## src/rtl/fsqrt_pkg.sv

```systemverilog
package fsqrt_pkg;
    typedef enum logic [2:0] {
        RM_NEAR_EVEN = 3'd0,
        RM_TO_ZERO   = 3'd1,
        RM_DOWNWARD  = 3'd2,
        RM_UPWARD    = 3'd3,
        RM_NEAR_MAX  = 3'd4
    } rmode_e;

    typedef enum logic [2:0] {
        K_FINITE,
        K_ZERO,
        K_PINF,
        K_QNAN,
        K_SNAN,
        K_NEG
    } kind_e;

    localparam int FLAG_W      = 5;
    localparam int FLG_INVALID = 4;
    localparam int FLG_INEXACT = 0;
endpackage

```

## src/rtl/fsqrt_unpack.sv

```systemverilog
module fsqrt_unpack
    import fsqrt_pkg::*;
#(
    parameter int EXP_W = 8,
    parameter int MAN_W = 23,
    localparam int WORD_W = 1 + EXP_W + MAN_W,
    localparam int SIG_W  = MAN_W + 1
) (
    input  logic [WORD_W-1:0] word,
    output kind_e             kind,
    output logic [SIG_W:0]    sig,
    output logic [EXP_W-1:0]  exp_out
);
    localparam int BIAS = (1 << (EXP_W - 1)) - 1;
    localparam int EW   = EXP_W + 2;
    localparam int LZ_W = $clog2(SIG_W) + 1;
    localparam logic signed [EW-1:0] BIAS_S = EW'(BIAS);

    logic             sgn;
    logic [EXP_W-1:0] e;
    logic [MAN_W-1:0] f;
    logic [LZ_W-1:0]  lz;
    logic             seen;
    logic [SIG_W-1:0] m;
    logic signed [EW-1:0] ue, ue_ev, half, bexp;
    logic             odd;
    logic [1:0]       unused_bexp_hi;

    assign sgn = word[WORD_W-1];
    assign e   = word[WORD_W-2:MAN_W];
    assign f   = word[MAN_W-1:0];

    always_comb begin
        if (&e) begin
            if (f == '0) kind = sgn ? K_NEG : K_PINF;
            else         kind = f[MAN_W-1] ? K_QNAN : K_SNAN;
        end else if (e == '0 && f == '0) begin
            kind = K_ZERO;
        end else begin
            kind = sgn ? K_NEG : K_FINITE;
        end
    end

    always_comb begin
        lz   = '0;
        seen = 1'b0;
        for (int i = MAN_W - 1; i >= 0; i--) begin
            if (!seen) begin
                if (f[i]) seen = 1'b1;
                else      lz   = lz + 1'b1;
            end
        end
    end

    always_comb begin
        if (e != '0) begin
            m  = {1'b1, f};
            ue = $signed({2'b00, e}) - BIAS_S;
        end else begin
            m  = {1'b0, f} << (lz + 1'b1);
            ue = -BIAS_S - $signed({{(EW-LZ_W){1'b0}}, lz});
        end
        odd   = ue[0];
        sig   = odd ? {m, 1'b0} : {1'b0, m};
        ue_ev = ue - $signed({{(EW-1){1'b0}}, odd});
        half  = ue_ev >>> 1;
        bexp  = half + BIAS_S;
    end

    assign exp_out        = bexp[EXP_W-1:0];
    assign unused_bexp_hi = bexp[EW-1:EXP_W];
endmodule

```

## src/rtl/fsqrt_step.sv

```systemverilog
module fsqrt_step #(
    parameter int ROOT_W = 25,
    localparam int REM_W = ROOT_W + 3
) (
    input  logic [REM_W-1:0]  rem_i,
    input  logic [ROOT_W-1:0] root_i,
    input  logic [1:0]        pair,
    output logic [REM_W-1:0]  rem_o,
    output logic [ROOT_W-1:0] root_o
);
    logic [REM_W-1:0] rem_sh, trial;
    logic             ge;

    always_comb begin
        rem_sh = (rem_i << 2) | REM_W'(pair);
        trial  = {{(REM_W-ROOT_W-2){1'b0}}, root_i, 2'b01};
        ge     = rem_sh >= trial;
        rem_o  = ge ? rem_sh - trial : rem_sh;
        root_o = (root_i << 1) | ROOT_W'(ge);
    end
endmodule

```

## src/rtl/fsqrt_round.sv

```systemverilog
module fsqrt_round
    import fsqrt_pkg::*;
#(
    parameter int EXP_W = 8,
    parameter int MAN_W = 23,
    localparam int WORD_W = 1 + EXP_W + MAN_W,
    localparam int ROOT_W = MAN_W + 2
) (
    input  logic [EXP_W-1:0]  exp_i,
    input  logic [ROOT_W-1:0] root_i,
    input  logic              sticky,
    input  rmode_e            mode,
    output logic [WORD_W-1:0] result,
    output logic              inexact
);
    logic lsb, rbit, inc, unused_hidden;

    assign lsb           = root_i[1];
    assign rbit          = root_i[0];
    assign unused_hidden = root_i[ROOT_W-1];

    always_comb begin
        case (mode)
            RM_TO_ZERO:  inc = 1'b0;
            RM_DOWNWARD: inc = 1'b0;
            RM_UPWARD:   inc = rbit | sticky;
            RM_NEAR_MAX: inc = rbit;
            default:     inc = rbit & (sticky | lsb);
        endcase
        result  = {1'b0, exp_i, root_i[ROOT_W-2:1]} + WORD_W'(inc);
        inexact = rbit | sticky;
    end
endmodule

```

## src/rtl/fsqrt_core.sv

```systemverilog
module fsqrt_core
    import fsqrt_pkg::*;
#(
    parameter int EXP_W = 8,
    parameter int MAN_W = 23
) (
    input  logic                       clk,
    input  logic                       rst_n,
    input  logic                       start,
    input  logic [EXP_W+MAN_W:0]       operand,
    input  logic [2:0]                 rmode,
    output logic                       busy,
    output logic                       done,
    output logic [EXP_W+MAN_W:0]       result,
    output logic [fsqrt_pkg::FLAG_W-1:0] flags
);
    localparam int WORD_W = 1 + EXP_W + MAN_W;
    localparam int ROOT_W = MAN_W + 2;
    localparam int RAD_W  = 2 * ROOT_W;
    localparam int REM_W  = ROOT_W + 3;
    localparam int CNT_W  = $clog2(ROOT_W);
    localparam logic [CNT_W-1:0]  LAST  = CNT_W'(ROOT_W - 1);
    localparam logic [WORD_W-1:0] CANON = {1'b0, {EXP_W{1'b1}}, 1'b1, {(MAN_W-1){1'b0}}};

    typedef enum logic [2:0] {S_IDLE, S_PREP, S_ITER, S_ROUND, S_FIN} state_e;

    state_e              state, nstate;
    logic [WORD_W-1:0]   op_q;
    rmode_e              mode_q;
    logic [RAD_W-1:0]    rad_q;
    logic [REM_W-1:0]    rem_q, rem_n;
    logic [ROOT_W-1:0]   root_q, root_n;
    logic [CNT_W-1:0]    cnt_q;
    logic [EXP_W-1:0]    exp_q, u_exp;
    logic [ROOT_W-1:0]   u_sig;
    kind_e               u_kind;
    logic [WORD_W-1:0]   res_q, rnd_res;
    logic [FLAG_W-1:0]   flg_q;
    logic                rnd_nx;

    fsqrt_unpack #(.EXP_W(EXP_W), .MAN_W(MAN_W)) u_unpack (
        .word(op_q), .kind(u_kind), .sig(u_sig), .exp_out(u_exp)
    );

    fsqrt_step #(.ROOT_W(ROOT_W)) u_step (
        .rem_i(rem_q), .root_i(root_q), .pair(rad_q[RAD_W-1 -: 2]),
        .rem_o(rem_n), .root_o(root_n)
    );

    fsqrt_round #(.EXP_W(EXP_W), .MAN_W(MAN_W)) u_round (
        .exp_i(exp_q), .root_i(root_q), .sticky(|rem_q), .mode(mode_q),
        .result(rnd_res), .inexact(rnd_nx)
    );

    always_comb begin
        nstate = state;
        unique case (state)
            S_IDLE:  if (start) nstate = S_PREP;
            S_PREP:  nstate = (u_kind == K_FINITE) ? S_ITER : S_FIN;
            S_ITER:  if (cnt_q == LAST) nstate = S_ROUND;
            S_ROUND: nstate = S_FIN;
            S_FIN:   nstate = S_IDLE;
        endcase
    end

    always_ff @(posedge clk or negedge rst_n) begin
        if (!rst_n) state <= S_IDLE;
        else        state <= nstate;
    end

    always_comb begin
        busy = (state != S_IDLE);
        done = (state == S_FIN);
    end

    always_ff @(posedge clk or negedge rst_n) begin
        if (!rst_n) begin
            op_q   <= '0;
            mode_q <= RM_NEAR_EVEN;
            rad_q  <= '0;
            rem_q  <= '0;
            root_q <= '0;
            cnt_q  <= '0;
            exp_q  <= '0;
            res_q  <= '0;
            flg_q  <= '0;
        end else begin
            unique case (state)
                S_IDLE: if (start) begin
                    op_q   <= operand;
                    mode_q <= rmode_e'(rmode);
                end
                S_PREP: begin
                    rad_q  <= {u_sig, {ROOT_W{1'b0}}};
                    rem_q  <= '0;
                    root_q <= '0;
                    cnt_q  <= '0;
                    exp_q  <= u_exp;
                    case (u_kind)
                        K_ZERO, K_PINF: begin res_q <= op_q;  flg_q <= '0; end
                        K_QNAN:         begin res_q <= CANON; flg_q <= '0; end
                        K_SNAN, K_NEG:  begin
                            res_q <= CANON;
                            flg_q <= FLAG_W'(1) << FLG_INVALID;
                        end
                        default: ;
                    endcase
                end
                S_ITER: begin
                    rem_q  <= rem_n;
                    root_q <= root_n;
                    rad_q  <= rad_q << 2;
                    cnt_q  <= cnt_q + 1'b1;
                end
                S_ROUND: begin
                    res_q <= rnd_res;
                    flg_q <= FLAG_W'(rnd_nx) << FLG_INEXACT;
                end
                S_FIN: ;
            endcase
        end
    end

    assign result = res_q;
    assign flags  = flg_q;
endmodule

```

## config.mk

```make
export PLATFORM = sky130hd
export DESIGN_NAME = fsqrt_core
export DESIGN_NICKNAME = d
export VERILOG_FILES = /design/src/rtl/fsqrt_pkg.sv /design/src/rtl/fsqrt_unpack.sv /design/src/rtl/fsqrt_step.sv /design/src/rtl/fsqrt_round.sv /design/src/rtl/fsqrt_core.sv
export SDC_FILE = /design/constraint.sdc
export NUM_CORES = 1
export LEC_CHECK = 0
export ABC_AREA = 1
export ABC_CLOCK_PERIOD_IN_PS = 32299
export BUFFER_PORTS_ARGS = -buffer_cell sky130_fd_sc_hd__buf_2
export CAP_MARGIN = 20
export CORE_UTILIZATION = 40
export DETAILED_ROUTE_END_ITERATION = 7
export SYNTH_ARGS = -nofsm -noshare
export SYNTH_HDL_FRONTEND = slang
export SYNTH_SLANG_ARGS = --single-unit
export TNS_END_PERCENT = 100
```

## constraint.sdc

```tcl
create_clock -name clk -period 32.3 [get_ports clk]
set_clock_uncertainty 0.1 [all_clocks]
set_input_delay 1.615 -clock clk [delete_from_list [all_inputs] [get_ports clk]]
set_output_delay 1.615 -clock clk [all_outputs]
set_load 0.01 [all_outputs]
```

==> impl_results.md <==
- Most frequent cells after synthesis: 518 x nand2_1, 289 x inv_1, 166 x o21ai_0
- Status: complete, no violations
- Setup bufs post-CTS: 0
- Post-synth top area cell: dfrtp_1
- GR peak layer: met2
- Synth top area cells: dfrtp_1 30%, nand2_1 14%, inv_1 8.1%, o21ai_0 6.2%, nand3_1 5.7%
- Fin cells: 2541
- TritonRoute pass-1 iters: 5
- Hold_ws: 0.373 ns
- Root Driver: clkbuf_16
- Crit path time final: 14.12 ns
- Setup WS pre-CTS: 18.38 ns
- CTS tree: done
- P_sw: 688 µW
- # nets final: 2181
- Largest net degree at the start of global routing: 78
- CTS max path bufs: 2
- Tot Pwr: 1.34 mW
- Placed inst area: 0.0142 mm²
- Setup violators final: 0
- RSZ-0062 raised after global routing: no
- Post-synth EDFFs: 0
- Syn avg cell area: 6.59 µm²
- Vias post-DR: 13300
- GR Util met1: 31.8%
- Distinct cells, synth: 58
- Sequential fraction of the synthesis area: 30.3%
- H-tree depth: 4
- CP Launch Type: register
- CTS Buf Count: 17
- Tot GR Track Use: 22.2%
- Routed WL per cell: 14.6 µm
- GRT met3 Usage: 2.60%
- Worst-path fanout max: 24
- Row cnt: 66
- Slew Viols, Final: 0
- Ys Warns: 0
- Count leader, synth: nand2_1
- Fill count: 3497
- Gate Count Post-Synth: 2041
- First-pass GRT wire length: 61400 µm
- # diodes: 0
- Mapped Area: 0.0134 mm²
- Worst EP arrival: 14.40 ns
- DRT iter0 DRCs: 945
- Fin crit share: 43.7%
- CP Data Required Time: 32.57 ns
- Slew HR: 42.4%
- MaxCap Viol Count: 0
- VDD IR max: 0.0000652 V
- Final HPWL DP: 28000 µm
- CP peak stage delay: 0.76 ns
- Share of the synthesized area in the top cell type: 30.3%
- Vias in the first global route: 12400
- Global Route met2 Usage: 35.2%
- Core box area: 0.0328 mm²
- Synth-to-layout area growth: 10.3%
- Peak Freq: 70.8 MHz
- Die Wd: 185 µm
- Drt drc: 0
- Switching share of power: 51.3%
- Number of vias per cell: 5.22
- Number of gates resized after cts: 0
- Crit. End Element: register
- Post-synth top flop: dfrtp_1
- LEAKAGE: 7.94 nW
- Inst Count DP: 2510
- Layout cells sized above 1: 11.4%
- Port Buffer Count: 73
- Final WL: 37100 µm
- Layout Utilization: 45.3%
- Slowest CP cell: ha_1
- Worst setup margin: 18.18 ns
- Die area: 0.0344 mm²
- Slew @ Worst Pin: 0.864 ns
- Final ANT Viol Nets: 0
- Initial core utilization: 41.0%
- Final instance area: 0.0148 mm²
- Grt ovf: 0
- Hold Violations, Final: 0
- Die Y-Extent: 185 µm
- Sum of negative setup slack: 0 ns
- Int Power: 654 µW
- Hold crit path type: reg -> reg
- I/O pin total: 77
- Hold_buf cts: 0
- Gpl congestion: 0.916
- Sequential power share: 23.8%
- Power per cell area: 90.5 mW/mm²
- Most common cell type on the critical path: nand2_1
- Worst skew pair latency: 0.44 ns
- Fraction of registers with async set/reset: 100%
- Clk pwr share: 16.3%
- Clock sinks: 163
- Initial antenna violation count: 0
- Share of total power in combinational logic: 59.9%
- Clk slew on worst S/H paths: 0.07 ns
- Seq cells post-synth: 163
- WS Path Type: reg -> reg
-- critical path, delay by kind of cell (launching register included) --
| kind | cells | cell delay, ns |
|---|---|---|
| AND/OR/NAND/NOR | 35 | 3.03 |
| buffers and inverters | 18 | 1.58 |
| flip-flops | 1 | 0.48 |
| adder cells (fa/ha/maj) | 20 | 6.30 |
| AO/OA/AOI/OAI | 15 | 2.58 |
-- power by group through the flow --
stage	Clock [mW]	Combinational [mW]	Sequential [mW]
CTS	0.223	0.798	0.319
global placement	0	0.786	0.321
floorplan	0	0.604	0.310
detailed placement	0	0.792	0.322
global route	0.231	0.922	0.327
finish	0.219	0.804	0.319
-- metal layers --
| metal | share of wire (%) | wire, µm | up-vias |
|---|---|---|---|
| li1 | - | - | 6742 |
| met1 | 50 | 18600 | 6195 |
| met2 | 44 | 16400 | 292 |
| met3 | 4.3 | 1600 | 30 |
| met4 | 1.4 | 505 | 0 |
| met5 | 0 | 0 | - |
-- flip-flops by register name (all words and copies together), names as in the netlist --
| signal | count |
|---|---|
| exp_q | 8 |
| rem_q | 28 |
| root_q | 25 |
| cnt_q | 5 |
| rad_q | 25 |
| state | 3 |
| op_q | 32 |
| flags | 2 |
| mode_q | 3 |
| result | 32 |
-- cell families (layout without fill, tap and decap cells) --
family          Yosys count  count (layout)  synth area share (%)
compound gates          383             383                  16.0
xor+xnor                 48              48                  3.13
fa+ha+maj                56              56                  5.21
buf+inv                 392             448                  11.3
flops                   163             163                  30.3
mux                       5               5                 0.409
other cells               1               3                0.0279
simple gates            993             993                  33.6
-- layout make-up --
| class | instances | area (µm²) | share of cell area, % |
|---|---|---|---|
| Tap cell | 442 | 553 | 3.73 |
| Timing Repair Buffer | 88 | 484 | 3.26 |
| Clock inverter | 14 | 194 | 1.31 |
| Sequential cell | 163 | 4080 | 27.5 |
| Multi-Input combinational cell | 1488 | 7870 | 53.0 |
| Clock buffer | 17 | 425 | 2.87 |
| Inverter | 329 | 1240 | 8.34 |
-- placed cells by master, fill, tap and decap left out, types with 35 or more instances in the layout --
cell type	instances
o22ai_1	35
nand2_1	517
ha_1	56
a21oi_1	102
o21ai_0	166
inv_1	288
nor2_1	154
nand3_1	153
buf_2	72
nand4_1	35
dfrtp_1	163
-- worst paths after layout --
check                           start          to  slack [ns]  depth (start not counted)
min                        result[10]  result[10]        0.37                          2
max                          op_q[22]   rad_q[41]       18.18                         88
min reg2reg                result[10]  result[10]        0.37                          2
max reg2reg                  op_q[22]   rad_q[41]       18.18                         88
min in group asynchronous       rst_n    op_q[29]        1.02                          1
max in group asynchronous       rst_n    exp_q[1]       29.21                          3
Power figures use the tool's default switching activity.
